--- config.mk ---
export PLATFORM = sky130hd
export DESIGN_NAME = mdio_master
export DESIGN_NICKNAME = d
export VERILOG_FILES = /design/src/rtl/mdio_master_pkg.sv /design/src/rtl/mdio_seq.sv /design/src/rtl/mdio_dp.sv /design/src/rtl/mdio_master.sv
export SDC_FILE = /design/constraint.sdc
export NUM_CORES = 1
export LEC_CHECK = 0
export BUFFER_PORTS_ARGS = -buffer_cell sky130_fd_sc_hd__buf_2
export CAP_MARGIN = 15
export CORE_AREA = 2 2 120 122
export CTS_BUF_LIST = sky130_fd_sc_hd__clkbuf_16
export DETAILED_ROUTE_END_ITERATION = 16
export DIE_AREA = 0 0 122 124
export GPL_TIMING_DRIVEN = 0
export HOLD_SLACK_MARGIN = 0.08
export SYNTH_ARGS = -nofsm -noshare
export SYNTH_HDL_FRONTEND = slang
export SYNTH_SLANG_ARGS = --single-unit
--- constraint.sdc ---
create_clock -name clk -period 5.27 [get_ports clk]
set_input_delay 0 -clock clk [delete_from_list [all_inputs] [get_ports clk]]
set_output_delay 0 -clock clk [all_outputs]
set_load 0.01 [all_outputs]
--- src/rtl/mdio_master_pkg.sv ---
package mdio_master_pkg;
  localparam int FRAME_BITS = 64;
  localparam int DATA_BITS  = 16;
  localparam int TA_START   = 46;
  localparam int DATA_START = 48;
  localparam int IDLE_POS   = 12;

  localparam logic [1:0] OP_WRITE = 2'b01;
  localparam logic [1:0] OP_READ  = 2'b10;

  localparam logic [1:0] SEL_CMD = 2'd0;
  localparam logic [1:0] SEL_TX  = 2'd1;
  localparam logic [1:0] SEL_RX  = 2'd2;

  typedef struct packed {
    logic load;    // capture a new frame
    logic shift;   // advance to the next bit (falling MDC)
    logic sample;  // take one read bit (rising MDC)
    logic commit;  // publish collected read data
  } mdioStrobes_t;
endpackage

--- src/rtl/mdio_seq.sv ---
module mdio_seq
  import mdio_master_pkg::*;
#(
  parameter int HALF_DIV = 20
) (
  input  logic         clk,
  input  logic         rstN,
  input  logic         cmdWr,
  input  logic [1:0]   cmdOp,
  output mdioStrobes_t strb,
  output logic         mdc,
  output logic         mdioOe,
  output logic         busy
);
  localparam int CW = (HALF_DIV > 2) ? $clog2(HALF_DIV) : 1;
  localparam int BW = $clog2(FRAME_BITS);

  logic [CW-1:0] divCnt;
  logic [BW-1:0] bitIdx;
  logic          mdcQ;
  logic          readQ;
  logic          start;
  logic          halfEnd;
  logic          lastBit;

  assign start   = cmdWr && !busy && (cmdOp == OP_WRITE || cmdOp == OP_READ);
  assign halfEnd = busy && (divCnt == CW'(HALF_DIV - 1));
  assign lastBit = (bitIdx == BW'(FRAME_BITS - 1));

  always_comb begin
    strb        = '0;
    strb.load   = start;
    strb.sample = halfEnd && !mdcQ && readQ && (bitIdx >= BW'(DATA_START));
    strb.shift  = halfEnd && mdcQ && !lastBit;
    strb.commit = halfEnd && mdcQ && lastBit && readQ;
  end

  always_ff @(posedge clk) begin
    if (!rstN) begin
      busy   <= 1'b0;
      readQ  <= 1'b0;
      mdcQ   <= 1'b0;
      divCnt <= '0;
      bitIdx <= '0;
    end else if (start) begin
      busy   <= 1'b1;
      readQ  <= (cmdOp == OP_READ);
      mdcQ   <= 1'b0;
      divCnt <= '0;
      bitIdx <= '0;
    end else if (busy) begin
      if (halfEnd) begin
        divCnt <= '0;
        mdcQ   <= !mdcQ;
        if (mdcQ) begin
          if (lastBit) busy <= 1'b0;
          else         bitIdx <= bitIdx + 1'b1;
        end
      end else begin
        divCnt <= divCnt + 1'b1;
      end
    end
  end

  assign mdc    = mdcQ;
  assign mdioOe = busy && (!readQ || bitIdx < BW'(TA_START));

  // the clock is parked low whenever no frame runs
  p_mdc_low_idle_r6: assert property (@(posedge clk) disable iff (!rstN)
    !busy |-> !mdcQ);

  // the operation of a running frame never changes
  p_cmd_hold_r8: assert property (@(posedge clk) disable iff (!rstN)
    busy && $past(busy) |-> $stable(readQ));
endmodule

--- src/rtl/mdio_dp.sv ---
module mdio_dp
  import mdio_master_pkg::*;
(
  input  logic         clk,
  input  logic         rstN,
  input  mdioStrobes_t strb,
  input  logic         busy,
  input  logic [1:0]   regSel,
  input  logic         regWr,
  input  logic [15:0]  regWrData,
  output logic [15:0]  regRdData,
  input  logic         mdioIn,
  output logic         mdioOut
);
  logic [FRAME_BITS-1:0] shiftQ;
  logic [DATA_BITS-1:0]  txData;
  logic [DATA_BITS-1:0]  rxShift;
  logic [DATA_BITS-1:0]  rxData;
  logic [11:0]           cmdQ;

  always_ff @(posedge clk) begin
    if (!rstN) begin
      shiftQ  <= '1;
      txData  <= '0;
      rxShift <= '0;
      rxData  <= '0;
      cmdQ    <= '0;
    end else begin
      if (regWr && regSel == SEL_TX) txData <= regWrData;
      if (strb.load) begin
        cmdQ   <= regWrData[11:0];
        shiftQ <= {{32{1'b1}}, 2'b01, regWrData[11:10], regWrData[9:5],
                   regWrData[4:0], 2'b10, txData};
      end else if (strb.shift) begin
        shiftQ <= {shiftQ[FRAME_BITS-2:0], 1'b1};
      end
      if (strb.sample) rxShift <= {rxShift[DATA_BITS-2:0], mdioIn};
      if (strb.commit) rxData  <= rxShift;
    end
  end

  assign mdioOut = shiftQ[FRAME_BITS-1];

  always_comb begin
    case (regSel)
      SEL_CMD: regRdData = {3'b000, !busy, cmdQ};
      SEL_TX:  regRdData = txData;
      SEL_RX:  regRdData = rxData;
      default: regRdData = '0;
    endcase
  end

  // received data only moves at the end of a read frame
  p_rx_hold_r5: assert property (@(posedge clk) disable iff (!rstN)
    !$stable(rxData) |-> $past(strb.commit));
endmodule

--- src/rtl/mdio_master.sv ---
module mdio_master
  import mdio_master_pkg::*;
#(
  parameter int HALF_DIV = 20
) (
  input  logic        clk,
  input  logic        rstN,
  input  logic [1:0]  regSel,
  input  logic        regWr,
  input  logic [15:0] regWrData,
  output logic [15:0] regRdData,
  output logic        mdc,
  output logic        mdioOut,
  output logic        mdioOe,
  input  logic        mdioIn
);
  mdioStrobes_t strb;
  logic         busy;
  logic         cmdWr;

  assign cmdWr = regWr && (regSel == SEL_CMD);

  mdio_seq #(.HALF_DIV(HALF_DIV)) i_seq (
    .clk(clk), .rstN(rstN), .cmdWr(cmdWr), .cmdOp(regWrData[11:10]),
    .strb(strb), .mdc(mdc), .mdioOe(mdioOe), .busy(busy)
  );

  mdio_dp i_dp (
    .clk(clk), .rstN(rstN), .strb(strb), .busy(busy),
    .regSel(regSel), .regWr(regWr), .regWrData(regWrData),
    .regRdData(regRdData), .mdioIn(mdioIn), .mdioOut(mdioOut)
  );

  // within a frame the data line only moves with a falling MDC edge
  p_mdo_on_fall_r6: assert property (@(posedge clk) disable iff (!rstN)
    busy && $past(busy) && !$stable(mdioOut) |-> $fell(mdc));

  // the data line is never driven while MDC is idle
  p_no_drive_idle_r4: assert property (@(posedge clk) disable iff (!rstN)
    !busy |-> !mdioOe);
endmodule

==> metrics.md <==
| Metric | Value |
|---|---|
| Status | finished clean |
| Hold depth | 4 |
| Critical Path RT | roughly 5.6 ns |
| Top post-synthesis cells by count | 178 x nand2_1, 138 x dfxtp_1, 68 x nand3_1 |
| Initial antenna violation count | 0 |
| Slowest stage cell, crit path | nor4_4 |
| P_leak | approximately 2.8 nW |
| Ant diodes | 0 |
| Non-Filler Instances | a little over 900 |
| Multi-input logic area | between 2000 and 2500 sq um |
| Area leader, netlist | dfxtp_1 |
| Num CTS Buffers | 17 |
| Number of synthesized flops with an enable pin | 0 |
| Compound-Gate Fraction of Synth Area | 8.60% |
| CTS tree | built |
| Clock Skew | 0.00584 ns |
| Top cells by area, synth | dfxtp_1 51%, nand2_1 12%, mux2i_1 8.4%, nand3_1 6.2%, a21oi_1 3.1% |
| Worst Setup End Kind | flip-flop |
| Place WS | 3.13 ns |
| Post-Synth Simple-Gate Area | 26.7% |
| Seq cells post-synth | 138 |
| Most numerous cell in the Yosys netlist | nand2_1 |
| Avg WL per Cell | 14.6 microns |
| Reg clk slew, reported paths | 0.06 ns |
| CTS Root Cell | clkbuf_16 |
| Final worst setup slack | 3.12 ns |
| Rows | 43 |
| Total GRT Usage | a little under a fifth |
| Detailed-route wire length | 13400 microns |
| Startpoint types | flip-flop |
| Post-synth top area share | 50.6% |
| Synth warn | 0 |
| Delay of the slowest critical-path stage | 0.64 ns |
| Skew-Pair Late Insertion Delay | 0.41 ns |
| Worst hold-check path type | primary input to flip-flop |
| Register area | 2760 sq um |
| Synth unique cells | 38 |
| Peak supply drop | between 200 and 300 uV |
| CTS H-tree depth | 4 |
| Final setup viols | 0 |
| Largest net degree at the start of global routing | 17 |
| Chip height | 124 microns |
| Final ANT Viol Nets | 0 |
| Main synth FF type | dfxtp_1 |
| Synthesized area | 5460 sq um |
| Fin crit period | 2.15 ns |
| RSZ-0062 raised after global routing | no |
| Via Count | between 4000 and 5000 |
| CTS Buffer Depth | 2 |
| Layout area overhead | 22.8% |
| DP Area | 5870 sq um |
| CTS resizes | 0 |
| WP buf/inv | 1 |
| Adder-Cell Fraction of Synth Area | less than 1% |
| Final hold viol count | 0 |
| Syn_area_per_cell | about 8.5 sq um |
| Worst slew margin | between 50% and 60% |
| Synth Area in XOR/XNOR | less than 1% |
| Post-CTS setup buffer count | 0 |
| Grt ovf | 0 |
| Vias in the first global route | 4543 |
| Max Cap Viol | 0 |
| Setup_tns | 0 ns |
| I/O pins | 41 |
| Least-Margin Pin Slew | approximately 0.7 ns |
| Residual DRC | 0 |
| Die Footprint | 15100 sq um |
| Syn nets | around 670 |
| Final core utilization | between 40% and 50% |
| Final non-filler cell area | 6700 sq um |
| Dpl cells | 862 |
| Hold Worst Slack | 0.103 ns |
| Cell family with most CP delay | simple AND/OR/NAND/NOR gates |
| Initial detailed-routing violation count | approximately 320 |
| GP Congestion | 0.839 |
| Critical path depth | 6 |
| Clock sink count | 138 |
| Number of iterations in the first detailed-routing pass | 5 |
| Global-route wire length before repair | 22400 microns |
| Effective utilization at floorplan | 39.8% |
| Mux share of post-synthesis cell area | 8.43% |
| Layout cells sized above 1 | 11.7% |
| # nets final | 750 |
| Largest family of logic cells by synthesized area | simple AND/OR/NAND/NOR gates |
| Number of vias per cell | ~5.1 |
| PwrDens | 354 nW/um^2 |
| Worst reg-to-reg path cell count | 6 |
| CP max FO | 10 |
| Crit path DAT | 2.44 ns |
| Period utilisation layout | 40.8% |
| Hpwl dp | 9780 microns |
| Slew Viols, Final | 0 |
| Fmax | 465 MHz |
| Register area share after synthesis | 50.6% |
| Die W | 122 microns |
| Port Buf Inserts | 38 |
| Critical path class | flip-flop to flip-flop |
| Share of flip-flops with an asynchronous set or reset | 0% |
| Core footprint | 13700 sq um |
| Post-synthesis cell count | 644 |
| Crit-path cells | ha_1, nand4b_4, nor4_4, buf_6, mux2i_1, nor2_1 |
| Total Power | 2.37 mW |
| Number of fill cells | approximately 1300 |
[registers in the layout, indices dropped and copies added, names as in the netlist]
register,cells
i_dp.cmdQ,12
i_seq.divCnt,5
i_seq.mdc,1
i_dp.txData,16
i_seq.readQ,1
i_dp.shiftQ,64
i_dp.rxShift,16
i_dp.rxData,16
i_seq.busy,1
i_seq.bitIdx,6
[final cells by class]
cell class,count,area share (%)
timing repair buffer,62,6.42
buffer,48,3.27
multi-input combinational,455,36.8
tap,180,3.36
clock buffer,17,6.35
sequential,138,41.2
clock inverter,14,2.44
inverter,3,0.168
[layout by cell type, fill, tap and decap left out, drive strengths merged, types with 5 or more instances in the layout]
| master | netlist | layout |
|---|---|---|
| dfxtp | 138 | 138 |
| clkbuf | 25 | 42 |
| nor2 | 45 | 45 |
| clkinv | 1 | 7 |
| nand4 | 14 | 14 |
| inv | 2 | 5 |
| buf | 23 | 61 |
| nand2 | 178 | 178 |
| dlygate4sd3 | 0 | 24 |
| a21oi | 34 | 34 |
| mux2i | 46 | 46 |
| nand3 | 68 | 68 |
| a221oi | 15 | 15 |
| o21ai | 17 | 17 |
[report_power, final]
part,leakage (nW),switching (mW),internal [mW]
clock,0.296,0.419,0.774
sequential,1.12,0.0106,1.06
combinational,1.38,0.0643,0.0424
total,2.79,0.494,1.88
[tightest hold or removal path: stages]
cell	delay (ns)
buf_2	0.18
nor4b_2	0.09
o21ai_0	0.14
a41oi_1	0.05
[routing by layer]
layer | vias to the layer above | wire, microns | GRT usage (%)
met5 | - | 0 | 0
met4 | 0 | 220 | 6.75
met3 | 17 | 578 | 5.31
met2 | 109 | 6300 | 31.3
met1 | 2183 | 6260 | 24.2
li1 | 2365 | - | -
[cell families after synthesis]
family / Yosys count
multiplexers: 46
AND/OR/NAND/NOR: 325
flip-flops: 138
XOR/XNOR: 5
buffers and inverters: 51
adder cells (fa/ha/maj): 3
AO/OA/AOI/OAI: 76
[repair_timing]
| action | in CTS | in global routing |
|---|---|---|
| endpoints found under the setup margin | 0 | 0 |
| hold endpoints to repair | 46 | 0 |
| hold buffers | 24 | 0 |
[path summary, 6_finish.rpt]
kind                   start               to  slack [ns]
min reg2reg  i_dp.shiftQ[12]  i_dp.shiftQ[12]        0.46
max          i_seq.divCnt[0]  i_dp.rxData[11]        3.12
max reg2reg  i_seq.divCnt[0]  i_dp.rxData[11]        3.12
min                regSel[0]       i_seq.busy        0.10
Power figures use the tool's default switching activity.
